## config.mk

```make
export PLATFORM = sky130hd
export DESIGN_NAME = mad_dither_element
export DESIGN_NICKNAME = d
export VERILOG_FILES = /design/src/rtl/mad_pkg.sv /design/src/rtl/mad_chip_delay.sv /design/src/rtl/mad_lane.sv /design/src/rtl/mad_dither_element.sv
export SDC_FILE = /design/constraint.sdc
export NUM_CORES = 2
export LEC_CHECK = 0
export CORE_ASPECT_RATIO = 2
export CORE_MARGIN = 2
export CORE_UTILIZATION = 50
export CTS_BUF_LIST = sky130_fd_sc_hd__clkbuf_4 sky130_fd_sc_hd__clkbuf_8
export CTS_CLUSTER_DIAMETER = 120
export DETAILED_ROUTE_END_ITERATION = 8
export PLACE_DENSITY = 0.69
export SYNTH_ARGS = -nofsm -noshare
export SYNTH_HDL_FRONTEND = slang
export SYNTH_SLANG_ARGS = --single-unit
export TNS_END_PERCENT = 10
```

## constraint.sdc

```tcl
create_clock -name clk -period 3.9 [get_ports clk]
set_clock_uncertainty 0.2 [all_clocks]
set_input_delay 0.78 -clock clk [delete_from_list [all_inputs] [get_ports clk]]
set_output_delay 0.78 -clock clk [all_outputs]
set_load 0.05 [all_outputs]
```

## src/rtl/mad_pkg.sv

```systemverilog
package mad_pkg;

  // Control bits carried one stage behind the input beat.
  typedef struct packed {
    logic beat;
    logic last;
  } ctl_t;

endpackage

```

## src/rtl/mad_chip_delay.sv

```systemverilog
module mad_chip_delay #(
  parameter int PIX_W = 12,
  parameter int DEPTH = 10
) (
  input  logic                          clk,
  input  logic                          rst_n,
  input  logic                          clear,
  input  logic                          shift,
  input  logic [PIX_W-1:0]              din,
  output logic [DEPTH:0][PIX_W-1:0]     taps
);

  logic [DEPTH-1:0][PIX_W-1:0] stage_q;

  assign taps[0] = din;

  for (genvar i = 0; i < DEPTH; i++) begin : g_stage
    logic [PIX_W-1:0] src;
    if (i == 0) begin : g_head
      assign src = din;
    end else begin : g_body
      assign src = stage_q[i-1];
    end

    always_ff @(posedge clk or negedge rst_n) begin
      if (!rst_n)      stage_q[i] <= '0;
      else if (clear)  stage_q[i] <= '0;
      else if (shift)  stage_q[i] <= src;
    end

    assign taps[i+1] = stage_q[i];
  end

endmodule

```

## src/rtl/mad_lane.sv

```systemverilog
module mad_lane #(
  parameter int PIX_W = 12,
  parameter int ACC_W = 24
) (
  input  logic             clk,
  input  logic             rst_n,
  input  logic             clear,
  input  logic             load,
  input  logic             upd,
  input  logic [PIX_W-1:0] tmpl,
  input  logic [PIX_W-1:0] chip,
  output logic [ACC_W-1:0] acc
);

  localparam int MAG_W = PIX_W + 1;

  // Magnitude of a signed difference, one bit wider than the operands.
  function automatic logic [MAG_W-1:0] abs_gap(input logic [PIX_W-1:0] a,
                                               input logic [PIX_W-1:0] b);
    logic signed [MAG_W-1:0] d;
    d = signed'({a[PIX_W-1], a}) - signed'({b[PIX_W-1], b});
    return d[MAG_W-1] ? MAG_W'(-d) : MAG_W'(d);
  endfunction

  // Add with clamp to all ones on carry out.
  function automatic logic [ACC_W-1:0] sat_add(input logic [ACC_W-1:0] a,
                                               input logic [MAG_W-1:0] b);
    logic [ACC_W:0] s;
    s = {1'b0, a} + {{(ACC_W-PIX_W){1'b0}}, b};
    return s[ACC_W] ? '1 : s[ACC_W-1:0];
  endfunction

  logic [MAG_W-1:0] diff_q;

  always_ff @(posedge clk or negedge rst_n) begin
    if (!rst_n)    diff_q <= '0;
    else if (load) diff_q <= abs_gap(tmpl, chip);
  end

  always_ff @(posedge clk or negedge rst_n) begin
    if (!rst_n)     acc <= '0;
    else if (clear) acc <= '0;
    else if (upd)   acc <= sat_add(acc, diff_q);
  end

endmodule

```

## src/rtl/mad_dither_element.sv

```systemverilog
module mad_dither_element #(
  parameter int LANES = 11,
  parameter int PIX_W = 12,
  parameter int ACC_W = 24,
  parameter int ROW_W = 4
) (
  input  logic                   clk,
  input  logic                   rst_n,
  input  logic                   start,
  input  logic                   pixel_valid,
  input  logic                   last_pixel,
  input  logic [PIX_W-1:0]       tmpl_px,
  input  logic [PIX_W-1:0]       chip_px,
  input  logic [ROW_W-1:0]       row_idx,
  input  logic [LANES-1:0]       lane_en,
  output logic                   scores_valid,
  output logic [LANES*ACC_W-1:0] scores,
  output logic [ROW_W-1:0]       score_row
);
  import mad_pkg::*;

  localparam int TAPS = LANES - 1;

  // Named internal events
  logic                        beat_s0;
  logic                        upd_s1;
  logic                        pass_done;
  ctl_t                        ctl_s1;
  logic [TAPS:0][PIX_W-1:0]    chip_tap;
  logic [LANES-1:0][ACC_W-1:0] lane_acc;
  logic [LANES-1:0]            lane_en_q;

  assign beat_s0   = pixel_valid & ~start;
  assign upd_s1    = ctl_s1.beat & ~start;
  assign pass_done = ctl_s1.last & ~start;

  mad_chip_delay #(.PIX_W(PIX_W), .DEPTH(TAPS)) i_dly (
    .clk   (clk),
    .rst_n (rst_n),
    .clear (start),
    .shift (beat_s0),
    .din   (chip_px),
    .taps  (chip_tap)
  );

  always_ff @(posedge clk or negedge rst_n) begin
    if (!rst_n) begin
      ctl_s1 <= '0;
    end else begin
      ctl_s1.beat <= beat_s0;
      ctl_s1.last <= beat_s0 & last_pixel;
    end
  end

  for (genvar k = 0; k < LANES; k++) begin : g_lane
    mad_lane #(.PIX_W(PIX_W), .ACC_W(ACC_W)) i_lane (
      .clk   (clk),
      .rst_n (rst_n),
      .clear (start),
      .load  (beat_s0),
      .upd   (upd_s1),
      .tmpl  (tmpl_px),
      .chip  (chip_tap[k]),
      .acc   (lane_acc[k])
    );
    assign scores[k*ACC_W +: ACC_W] = lane_en_q[k] ? lane_acc[k] : '1;
  end

  always_ff @(posedge clk or negedge rst_n) begin
    if (!rst_n) begin
      lane_en_q <= '1;
      score_row <= '0;
    end else if (start) begin
      lane_en_q <= lane_en;
      score_row <= row_idx;
    end
  end

  always_ff @(posedge clk or negedge rst_n) begin
    if (!rst_n) scores_valid <= 1'b0;
    else        scores_valid <= pass_done;
  end

endmodule

```

Word-level counts from Yosys, hierarchy flattened
Cells that the tools add are included.
{"block": "classes", "n_bitwise": 5, "muxes": 75, "n_reduce_logical": 2, "n_addsub": 33}
{"operator": "2-to-1 mux 24 bit", "count": 44}
{"operator": "adder 24 x 13 -> 25 bit", "count": 11}
{"operator": "2-to-1 mux 12 bit", "count": 20}
{"operator": "2-to-1 mux 13 bit", "count": 11}
{"operator": "negator 13 bit", "count": 11}
{"operator": "subtractor 12 x 12 -> 13 bit", "count": 11}
{"operator": "AND 1 bit", "count": 4}
{"operator": "nonzero test 2 bit", "count": 2}
{"operator": "NOT 1 bit", "count": 1}
{"block": "word_totals", "register_bits": 545, "wordCells": 152}

Logic depth before layout (Yosys ltp)
{"block": "logic_depth", "depth_word": 4, "ltp_mapped": 13}

By module
A second synthesis with hierarchy kept.
{"block": "hier_totals", "hier_cells": 4586, "hier_area_um2": 41245.8}
{"module": "mad_lane at g_lane[1].i_lane ...", "area_each_um2": 2959.1, "n_inst": 5, "seq_area_each_um2": 925.9, "cells_each": 335}
{"module": "mad_lane at g_lane[6].i_lane ...", "area_each_um2": 3223.1, "n_inst": 3, "seq_area_each_um2": 925.9, "cells_each": 373}
{"module": "mad_chip_delay", "area_each_um2": 5037.3, "n_inst": 1, "seq_area_each_um2": 3002.9, "cells_each": 399}
{"module": "mad_lane at g_lane[10].i_lane", "area_each_um2": 3211.8, "n_inst": 1, "seq_area_each_um2": 925.9, "cells_each": 376}
{"module": "mad_lane at g_lane[8].i_lane", "area_each_um2": 3081.7, "n_inst": 1, "seq_area_each_um2": 925.9, "cells_each": 348}
{"module": "mad_lane at g_lane[0].i_lane", "area_each_um2": 2922.8, "n_inst": 1, "seq_area_each_um2": 925.9, "cells_each": 344}
{"module": "mad_dither_element", "area_each_um2": 2527.4, "n_inst": 1, "seq_area_each_um2": 464.2, "cells_each": 325}

Least setup slack after synthesis
OpenSTA, ideal clock, no wires.
{"block": "synth_timing", "path_kind": "in2reg", "startpoint": "in tmpl_px[1]", "endpoint": "reg g_lane[3].i_lane.diff_q[11]", "arrival_time_ns": 3.608, "setup_slack_ns": -0.037, "path_buffers": 0, "stages": 11, "path_cell_list": "inv_1 fa_1 nor2b_4 o2111ai_4 nand2_2 or4b_1 and3_4 or4_4 o41ai_2 xnor2_1 o21ai_1"}
{"block": "synth_between", "elab_chain_len": 3}
{"item": "start: declaration", "line_no": "mad_dither_element.sv:12", "text": "input logic [PIX_W-1:0] tmpl_px,"}
{"item": "subtractor 12 x 12 -> 13 bit *", "line_no": "mad_lane.sv:21", "text": "d = signed'({a[PIX_W-1], a}) - signed'({b[PIX_W-1], b});"}
{"item": "negator 13 bit", "line_no": "mad_lane.sv:22", "text": "return d[MAG_W-1] ? MAG_W'(-d) : MAG_W'(d);"}
{"item": "2-to-1 mux 13 bit *", "line_no": "mad_lane.sv:22"}
{"item": "end signal: assignment", "line_no": "mad_lane.sv:37", "text": "else if (load) diff_q <= abs_gap(tmpl, chip);"}
{"item": "end: declaration", "line_no": "mad_lane.sv:33", "text": "logic [MAG_W-1:0] diff_q;"}
Mark *: on every way between the ends. The rest lies on a longest branch, timed or not.
A chain may end at the register's enable or synchronous reset.

Worst setup path after layout
Same ends and word-level chain as after synthesis.

==> run metrics <==
busiest metal layer after global routing=met2; overall die height=about 400 um; crit path launch type=input port; sum of net half-perimeters after detailed placement=83,300 um; kind of end point of the critical path=flop; setup TNS=0 ps; Port Buffer Count=between 300 and 400; fraction of final layout cells with drive strength greater than 1=about an eighth; met2 Use GR=around half; netlist area before placement=around 39,000 um^2; internal power=~12 mW; Reg clk slew, reported paths=about 80 ps; RD Place Congestion=between 0.9 and 1; count of final setup violators=0; minimum setup slack in the final design=about 180 ps; asr flop ratio synth=between 90% and 100%; horizontal extent of the die=roughly 200 um; slew of the pin with the lowest slew margin=965 ps; clock latency at the later pin of the worst-skew pair=760 ps; detail-routed via count per cell=roughly 5.7; ys flop type=sky130_fd_sc_hd__dfrtp_1; antenna violations before repair=2; power per unit of standard cell area=385 nW/um^2; commonest non-fill, non-tap cell in the layout=sky130_fd_sc_hd__dfrtp_1; EDFF count, synth=0; Net Switching=slightly below 7 mW; CTS buffer count=84; power after layout=between 15 and 20 mW; row count=approximately 140; residual antenna-violating net count after detailed routing=0; maximum ir drop on the vdd rail=between 200 and 300 uV; fin crit period=approximately 3700 ps; count of TritonRoute iterations in the first routing pass=8; outcome=finished, final reports clean; Critical Path Fanout Max=10; average instance area after synthesis=approximately 8.7 um^2; DR vias=approximately 35k; register-to-register setup slack=slightly above 400 ps; violation count after the first detailed-route iteration=1,660; cell types occupying the most area after synthesis=sky130_fd_sc_hd__dfrtp_1, sky130_fd_sc_hd__ha_1, sky130_fd_sc_hd__nor2_1, sky130_fd_sc_hd__nand2b_1, sky130_fd_sc_hd__mux2i_1; Yosys cell types=85; TritonCTS clock tree=yes; maximum clock frequency=between 200 and 300 MHz; GR Util met3=3.85%; Mapped Nets=slightly below 5k; data arrival time of the critical path=about 4100 ps; type of the setup path with the least slack=input port to flop; largest area contributor in the netlist=sky130_fd_sc_hd__dfrtp_1; via count of the first global-routing pass=approximately 35k; final design utilization=between 60 and 70%; share of the clock period used by the worst path after layout=95.4%; deepest clock path buffer count=3; data required time at the worst endpoint=4290 ps; WL/cell=18.1 um; part of the power in the clock network=around 29%; Post-Route WL=roughly 110,000 um; Yosys top cell area share=34.4%; share of the yosys chip area belonging to registers=35.1%; initial cell density of the core=between 50% and 60%; top-level I/O count=around 310; leakage dissipation=about 22 nW; sequential group share of total power=between 30% and 40%; Hold Crit Class=input port to flop; nets=5,422; unrepaired setup endpoints after global routing=false; leading cell types in the layout, fill and taps excluded=sky130_fd_sc_hd__dfrtp_1, sky130_fd_sc_hd__nor2_1, sky130_fd_sc_hd__buf_4, sky130_fd_sc_hd__nand2_1, sky130_fd_sc_hd__clkdlybuf4s50_1; first-pass GRT wire length=~180,000 um; leftover overflow at the end of global routing=0; slew margin rel.=between 30% and 40%; count of pins over their slew limit=0; met1 track utilization from global routing=31.0%; fraction of power consumed by combinational cells=a little over a third; synthesized instance count=about 4.5k; buffer cell driving the clock tree root=sky130_fd_sc_hd__clkbuf_8; number of clock sinks=around 550; number of fill cells=around 6.8k; die area=80,100 um^2; number of max-cap violations=0; Hold Worst Slack=approximately 170 ps; number of register bits inferred by synthesis=545; synthesis-to-layout area growth=23.1%; Remaining DRCs=0; total global-route track usage=between 20% and 30%; Post-Place Worst Slack=-870 ps; H-tree Lvls=3; yosys warns=0; number of hold violations in the final report=0; switching share of power=~37%; total core area=76,900 um^2; maximum number of pins on one net before global-route repair=roughly 180
## worst max-delay path, stage by stage
cell                              delay [ps]
sky130_fd_sc_hd__clkdlybuf4s50_1         520
sky130_fd_sc_hd__buf_4                   320
sky130_fd_sc_hd__ha_1                    280
sky130_fd_sc_hd__nor2b_1                 140
sky130_fd_sc_hd__o31ai_1                 430
sky130_fd_sc_hd__a21oi_1                 160
sky130_fd_sc_hd__o31ai_1                 290
sky130_fd_sc_hd__inv_1                   100
sky130_fd_sc_hd__or4_4                   520
sky130_fd_sc_hd__o41ai_2                 320
sky130_fd_sc_hd__xnor2_1                 160
sky130_fd_sc_hd__o21ai_1                  70
## power groups by stage
stage | clock (mW) | sequential, mW | combinational (mW)
global route | 5.68 | 6.68 | 7.07
finish | 5.34 | 6.62 | 6.47
detailed placement | 0 | 6.73 | 6.44
global placement | 0 | 6.72 | 6.34
floorplan | 0 | 6.46 | 4.43
CTS | 5.47 | 6.62 | 6.48
## what timing repair did
item | 4_1_cts | 5_1_grt
gates cloned | 0 | 0
setup endpoints to repair | 1 | 18
endpoints found under the hold margin | 56 | 0
buffers inserted | 0 | 1
gates resized for setup | 1 | 8
hold buffers | 1 | 0
## synthesized netlist by cell type, types with 14 or more instances
library cell,number
sky130_fd_sc_hd__nand2_1,340
sky130_fd_sc_hd__or2_2,25
sky130_fd_sc_hd__fa_1,22
sky130_fd_sc_hd__or3_1,20
sky130_fd_sc_hd__nor4_1,15
sky130_fd_sc_hd__nor2b_1,52
sky130_fd_sc_hd__o31a_1,20
sky130_fd_sc_hd__ha_1,286
sky130_fd_sc_hd__o21a_1,60
sky130_fd_sc_hd__o22ai_1,19
sky130_fd_sc_hd__and2_1,25
sky130_fd_sc_hd__o31ai_1,34
sky130_fd_sc_hd__nand4_1,22
sky130_fd_sc_hd__a31oi_1,52
sky130_fd_sc_hd__nand3_1,92
sky130_fd_sc_hd__xnor2_1,158
sky130_fd_sc_hd__mux2_2,17
sky130_fd_sc_hd__a21o_1,56
sky130_fd_sc_hd__nand2b_1,304
sky130_fd_sc_hd__a311oi_1,156
sky130_fd_sc_hd__nor3_1,94
sky130_fd_sc_hd__o211ai_1,15
sky130_fd_sc_hd__o21ai_0,248
sky130_fd_sc_hd__o21bai_1,32
sky130_fd_sc_hd__a211oi_1,50
sky130_fd_sc_hd__buf_1,18
sky130_fd_sc_hd__and4_1,20
sky130_fd_sc_hd__dfrtp_1,534
sky130_fd_sc_hd__mux2i_1,150
sky130_fd_sc_hd__nor2_1,509
sky130_fd_sc_hd__and3_1,65
sky130_fd_sc_hd__or4_1,14
sky130_fd_sc_hd__clkbuf_1,181
sky130_fd_sc_hd__xor2_1,148
sky130_fd_sc_hd__inv_1,212
sky130_fd_sc_hd__a21oi_1,226
## final cells by class
type | count | area (um^2) | share of cell area, %
antenna | 1 | 2.50 | 0.00523
clock buffer | 129 | 1670 | 3.49
clock inverter | 20 | 181 | 0.379
inverter | 214 | 811 | 1.69
multi-input combinational | 3493 | 23700 | 49.5
sequential | 545 | 13700 | 28.5
tap | 1022 | 1280 | 2.67
timing repair buffer | 732 | 6570 | 13.7
## routing by layer
metal,part of all wire [%],up-vias
li1,-,17107
met5,0.0099,-
met3,4.1,284
met4,5.2,2
met1,39,16909
met2,52,826
## through the flow
step / cells / instance area [um^2]
floorplan: 4453 / 38900
global placement: 6004 / 45900
detailed placement: 6004 / 45900
CTS: 6154 / 47800
global route: 6156 / 47900
finish: 6156 / 47900
## path summary, 6_finish.rpt
check,from,endpoint,cells past startpoint
worst min-delay path,start,i_dly.g_stage[6].src[2]$_DFFE_PN0P_,2
worst max register to register,g_lane[10].i_lane.diff_q[0]$_DFFE_PN0P_,g_lane[10].i_lane.acc[18]$_DFFE_PN0P_,13
min in group asynchronous,rst_n,g_lane[5].i_lane.acc[4]$_DFFE_PN0P_,2
max in group asynchronous,rst_n,g_lane[8].i_lane.diff_q[8]$_DFFE_PN0P_,3
worst min register to register,ctl_s1[0]$_DFF_PN0_,scores_valid$_DFF_PN0_,1
worst max-delay path,tmpl_px[1],g_lane[3].i_lane.diff_q[11]$_DFFE_PN0P_,12
## state kept, by name (all words and copies together) (netlist names)
signal,flops
i_dly.taps,12
lane_en_q,11
score_row,4
g_lane.i_lane.acc,264
i_dly.g_stage.src,108
g_lane.i_lane.diff_q,143
scores_valid,1
ctl_s1,2
## cells by family after synthesis
kind of cell	after synthesis	synth area share (%)
compound gates	1071	18.5
flops	545	35.1
mux	167	4.36
simple gates	1641	20.8
xor+xnor	306	6.90
buf+inv	415	4.01
fa+ha+maj	308	10.3
Note: power is estimated with default switching activity, not from simulation.
